$ cat config.mk
export PLATFORM = sky130hd
export DESIGN_NAME = can_fault_conf
export DESIGN_NICKNAME = d
export VERILOG_FILES = /design/src/rtl/can_fc_pkg.sv /design/src/rtl/can_fc_err_cnt.sv /design/src/rtl/can_fc_state.sv /design/src/rtl/can_fault_conf.sv
export SDC_FILE = /design/constraint.sdc
export NUM_CORES = 1
export LEC_CHECK = 0
export ABC_AREA = 1
export BUFFER_PORTS_ARGS = -buffer_cell sky130_fd_sc_hd__buf_2
export CORE_MARGIN = 2
export CORE_UTILIZATION = 45
export DETAILED_ROUTE_END_ITERATION = 7
export HOLD_SLACK_MARGIN = 0.03
export PLACE_DENSITY = 0.75
export SETUP_SLACK_MARGIN = 0.2
export SLEW_MARGIN = 10
export SYNTH_ARGS = -nofsm -noshare
export SYNTH_HDL_FRONTEND = slang
export SYNTH_SLANG_ARGS = --single-unit
$ cat constraint.sdc
create_clock -name clk_i -period 2.9 [get_ports clk_i]
set_input_delay 0 -clock clk_i [delete_from_list [all_inputs] [get_ports clk_i]]
set_output_delay 0 -clock clk_i [all_outputs]
set_load 0.01 [all_outputs]
$ cat src/rtl/can_fc_pkg.sv
package can_fc_pkg;
  localparam int unsigned TEC_W       = 9;
  localparam int unsigned REC_W       = 8;
  localparam int unsigned TX_INC      = 8;
  localparam int unsigned RX_INC      = 1;
  localparam int unsigned PASSIVE_LIM = 127;
  localparam int unsigned BUSOFF_LIM  = 255;

  typedef enum logic [1:0] {
    FC_ACTIVE  = 2'd0,
    FC_PASSIVE = 2'd1,
    FC_BUS_OFF = 2'd2
  } fc_state_e;
endpackage

$ cat src/rtl/can_fc_err_cnt.sv
module can_fc_err_cnt #(
  parameter int unsigned W   = 8,
  parameter int unsigned INC = 1
) (
  input  logic         clk_i,
  input  logic         rst_ni,
  input  logic         err_i,
  input  logic         ok_i,
  input  logic         freeze_i,
  input  logic         clear_i,
  output logic [W-1:0] cnt_o,
  output logic [W-1:0] cnt_nxt_o
);
  localparam logic [W:0]   INC_EXT = (W+1)'(INC);
  localparam logic [W-1:0] CNT_MAX = '1;

  logic [W-1:0] cnt_q;
  logic [W:0]   sum;

  assign sum = {1'b0, cnt_q} + INC_EXT;

  always_comb begin
    cnt_nxt_o = cnt_q;
    if (clear_i) begin
      cnt_nxt_o = '0;
    end else if (!freeze_i) begin
      if (err_i) begin
        // saturate instead of wrapping
        cnt_nxt_o = sum[W] ? CNT_MAX : sum[W-1:0];
      end else if (ok_i && (cnt_q != '0)) begin
        cnt_nxt_o = cnt_q - W'(1);
      end
    end
  end

  always_ff @(posedge clk_i or negedge rst_ni) begin
    if (!rst_ni) cnt_q <= '0;
    else         cnt_q <= cnt_nxt_o;
  end

  assign cnt_o = cnt_q;
endmodule

$ cat src/rtl/can_fc_state.sv
module can_fc_state
  import can_fc_pkg::*;
(
  input  logic             clk_i,
  input  logic             rst_ni,
  input  logic [TEC_W-1:0] tec_nxt_i,
  input  logic [REC_W-1:0] rec_nxt_i,
  input  logic             recover_i,
  output fc_state_e        state_o,
  output logic             bus_off_o,
  output logic             clear_o
);
  localparam logic [TEC_W-1:0] TEC_PASS = TEC_W'(PASSIVE_LIM);
  localparam logic [TEC_W-1:0] TEC_OFF  = TEC_W'(BUSOFF_LIM);
  localparam logic [REC_W-1:0] REC_PASS = REC_W'(PASSIVE_LIM);

  fc_state_e state_q, state_d;

  assign bus_off_o = (state_q == FC_BUS_OFF);
  assign clear_o   = bus_off_o && recover_i;

  always_comb begin
    state_d = state_q;
    if (bus_off_o) begin
      if (recover_i) state_d = FC_ACTIVE;
    end else if (tec_nxt_i > TEC_OFF) begin
      state_d = FC_BUS_OFF;
    end else if ((tec_nxt_i > TEC_PASS) || (rec_nxt_i > REC_PASS)) begin
      state_d = FC_PASSIVE;
    end else begin
      state_d = FC_ACTIVE;
    end
  end

  always_ff @(posedge clk_i or negedge rst_ni) begin
    if (!rst_ni) state_q <= FC_ACTIVE;
    else         state_q <= state_d;
  end

  assign state_o = state_q;
endmodule

$ cat src/rtl/can_fault_conf.sv
module can_fault_conf
  import can_fc_pkg::*;
(
  input  logic             clk_i,
  input  logic             rst_ni,
  input  logic             rx_err_i,
  input  logic             tx_err_i,
  input  logic             rx_ok_i,
  input  logic             tx_ok_i,
  input  logic             recover_i,
  output logic [TEC_W-1:0] tec_o,
  output logic [REC_W-1:0] rec_o,
  output logic [1:0]       state_o,
  output logic             flag_recessive_o,
  output logic             node_en_o
);
  logic [TEC_W-1:0] tec_nxt;
  logic [REC_W-1:0] rec_nxt;
  logic             bus_off, clear;
  fc_state_e        state;

  can_fc_err_cnt #(.W(TEC_W), .INC(TX_INC)) u_tec (
    .clk_i(clk_i), .rst_ni(rst_ni), .err_i(tx_err_i), .ok_i(tx_ok_i),
    .freeze_i(bus_off), .clear_i(clear), .cnt_o(tec_o), .cnt_nxt_o(tec_nxt)
  );

  can_fc_err_cnt #(.W(REC_W), .INC(RX_INC)) u_rec (
    .clk_i(clk_i), .rst_ni(rst_ni), .err_i(rx_err_i), .ok_i(rx_ok_i),
    .freeze_i(bus_off), .clear_i(clear), .cnt_o(rec_o), .cnt_nxt_o(rec_nxt)
  );

  can_fc_state u_state (
    .clk_i(clk_i), .rst_ni(rst_ni), .tec_nxt_i(tec_nxt), .rec_nxt_i(rec_nxt),
    .recover_i(recover_i), .state_o(state), .bus_off_o(bus_off), .clear_o(clear)
  );

  assign state_o          = state;
  assign flag_recessive_o = (state != FC_ACTIVE);
  assign node_en_o        = !bus_off;
endmodule

==> run_results.csv <==
group,metric,value,unit
outcome,outcome,"finished clean",
min_path,hp-class,"input port to flip-flop",
route,via_per_inst,5.01,
final_layout,final_layout_size_suffix_gt1_share,21.3,%
placed_design,dp_hpwl,2810,um
grt,grt_overflow,0,
logic_synthesis,synth_seq_cells,19,
logic_synthesis,avgSynthCellArea,6.92,um^2
route,drc,0,
sta,final_max_slew_viol_count,0,
final_layout,nNetsFinal,279,
final_layout,antennaDiodeCount,0,
clock_network,cts_buffer_depth,2,
placed_design,gp_congestion,0.942,
route,ant_nets,0,
sta,setup-violations-final,0,
min_path,holdPathStages,4,
clock_network,cts-root-buf,"clkbuf_4",
route,wl_per_cell,11.5,um
final_layout,fin_util,54.0,%
clock_network,cts_sinks,19,
die,die_w,63.8,um
sta,hold_viol,0,
logic_synthesis,synth_nets,248,
setup_path,end_kind,"flip-flop",
die,pin_count,28,
logic_synthesis,yosysSeqAreaShare,29.5,%
placed_design,pre_cts_ws,1.16,ns
clock_network,post_cts_buffers,0,
sta,setup_slack,1.12,ns
min_path,min_from,"tx_err_i",
final_layout,final_cells,309,
grt,grt_pass1_vias,1395,
route,num_vias,1548,
logic_synthesis,yosysTopAreaCell,"dfrtp_1",
clock_network,cts.repair.resized,0,
sta,post-route-min-period,1.78,ns
power,powerDensity,1050,nW/um^2
logic_synthesis,synth_flop_cell,"dfrtp_1",
logic_synthesis,ys_warn_count,0,
clock_network,cts_max_level,1,
die,die_height,63.8,um
sta,tightest_slew,0.413,ns
grt,grt_pass1_wl,6180,um
setup_path,rrSetupSlack,1.12,ns
logic_synthesis,synth_edf_count,0,
clock_network,numCtsBuffers,3,
die,rows,21,
clock_network,clk_pin_slew,0.10,ns
logic_synthesis,synthTopCellsByArea,"dfrtp_1 (30%), nand2_1 (13%), inv_1 (7.5%)",
logic_synthesis,synthArstFlopShare,100,%
setup_path,critPathArrivalTime,2.00,ns
setup_path,r2r-start,"u_state.state_o[0]$_DFFE_PN0P_",
setup_path,worst_r2r_endpoint,"u_tec.cnt_o[1]$_DFF_PN0_",
sta,finalCritPeriodShare,61.4,%
route,wirelength,3560,um
route,first_pass_iters,4,
logic_synthesis,synth_cells,233,
placed_design,place_inst,303,
setup_path,worstPathMaxFanout,12,
setup_path,worstRegToRegCells,7,
setup_path,worst_setup_path_start_kind,"flip-flop",
logic_synthesis,synth.top_cell.area_share,29.5,%
sta,rsz0062_at_grt,"no",
sta,fmax,562,MHz
sta,relSlewSlack,72.4,%
placed_design,port_buffers,27,
die,die-area,4080,um^2
setup_path,cp.required,3.12,ns
clock_network,cts_tree,"done",
setup_path,path_class,"flip-flop to flip-flop",
final_layout,area_growth,13.5,%
power,p_leak,0.000938,uW
route,dr.first_iter.drc_count,51,
min_path,hold-path-endpoint,"u_tec.cnt_o[4]$_DFF_PN0_",
sta,finalSetupTns,0,ns
grt,grt_max_degree,20,
run,drv_cap,0,
sta,holdWs,0.0997,ns
grt,grt.total_usage,18.5,%
logic_synthesis,yosysUniqueCellTypes,23,
logic_synthesis,syn-cell-area,1610,um^2
sta,finalClockSkew,0.00718,ns
die,initial_core_util,47.5,%
clock_network,clock_latency,0.29,ns
clock_network,ctsHoldBuffers,2,
power,ir_worst_vdd,0.413,mV
die,design.core.area,3390,um^2
grt,antenna_found_initial,0,
## state kept, by name, summed over array words and instances (netlist names)
signal,count
u_state.state_o,2
u_rec.cnt_o,8
u_tec.cnt_o,9
## cell type report
class / instances / area (um^2)
tap: 46 / 57.6
sequential: 19 / 475
inverter: 34 / 128
fill: 335 / 1560
clock buffer: 4 / 26.3
multi-input combinational: 177 / 987
timing repair buffer: 29 / 155
## synth_stat cells (4+ instances only)
master,count
nor2_2,7
o21ai_1,4
xor2_1,10
o21ai_0,18
nand4_1,5
inv_1,32
a21oi_1,9
nand3_2,4
dfrtp_1,19
nand2_1,54
ha_1,8
nand3_1,19
nand2_2,5
nor2_1,19
o22ai_1,5
nor2_4,4
## how the worst max path moves through the flow
stage                                         from                              to  slack [ns]  cells past startpoint
floorplan                 u_tec.cnt_o[0]$_DFF_PN0_  u_state.state_o[0]$_DFFE_PN0P_        1.37                     14
global placement    u_state.state_o[0]$_DFFE_PN0P_        u_tec.cnt_o[1]$_DFF_PN0_        1.24                      7
detailed placement  u_state.state_o[0]$_DFFE_PN0P_        u_tec.cnt_o[1]$_DFF_PN0_        1.16                      7
CTS                 u_state.state_o[0]$_DFFE_PN0P_        u_tec.cnt_o[1]$_DFF_PN0_        1.13                      7
global route        u_state.state_o[1]$_DFFE_PN0P_        u_tec.cnt_o[1]$_DFF_PN0_        0.92                      8
finish              u_state.state_o[0]$_DFFE_PN0P_        u_tec.cnt_o[1]$_DFF_PN0_        1.12                      7
## cells by family (layout without fill, tap and decap cells)
| family | after synthesis | in the layout | share of synthesized area [%] |
|---|---|---|---|
| XOR/XNOR | 10 | 10 | 5.43 |
| AO/OA/AOI/OAI | 39 | 39 | 13.0 |
| adder cells (fa/ha/maj) | 8 | 8 | 6.21 |
| AND/OR/NAND/NOR | 120 | 120 | 36.6 |
| flip-flops | 19 | 19 | 29.5 |
| buffers and inverters | 37 | 67 | 9.24 |
## worst max-delay path: stages, from the launching register on
cell     delay, ns
dfrtp_1       0.43
nor2_4        0.27
inv_1         0.27
nor2_4        0.22
inv_1         0.19
o21ai_0       0.17
nand2_1       0.07
o21ai_0       0.07
## placed cells by master (no fill, tap or decap), types with 2 or more instances in the layout
master / synthesis / routed
buf_2: 2 / 27
a21oi_1: 9 / 9
o21ai_0: 18 / 18
inv_2: 2 / 2
nand3_1: 19 / 19
nand3_2: 4 / 4
nand2_1: 54 / 54
nand2_4: 2 / 2
clkbuf_4: 0 / 3
nor2_1: 19 / 19
nand2_2: 5 / 5
nand4_1: 5 / 5
dfrtp_1: 19 / 19
o211ai_1: 2 / 2
nor2_2: 7 / 7
o21ai_1: 4 / 4
inv_1: 32 / 32
o22ai_1: 5 / 5
nor2_4: 4 / 4
ha_1: 8 / 8
dlygate4sd3_1: 0 / 2
xor2_1: 10 / 10
## metrics by stage
stage,total power (uW),area (um^2)
final,1910,1830
after global routing,2130,1830
after CTS,1920,1830
after detailed placement,1790,1780
after global placement,1780,1780
after floorplan,1450,1610
## report_power, final
part           total (uW)  internal [uW]  switching [uW]
sequential            607            394             213
combinational        1180            450             727
clock                 128           53.5            74.8
total                1910            897            1010
## layer usage
layer / routed length [um] / vias up / track usage (%)
li1: - / 810 / -
met4: 11 / 0 / 1.90
met2: 1670 / 35 / 30.5
met1: 1710 / 699 / 26.0
met3: 169 / 4 / 3.70
met5: 0 / - / 0
No activity file was read; power rests on OpenSTA's default activity.
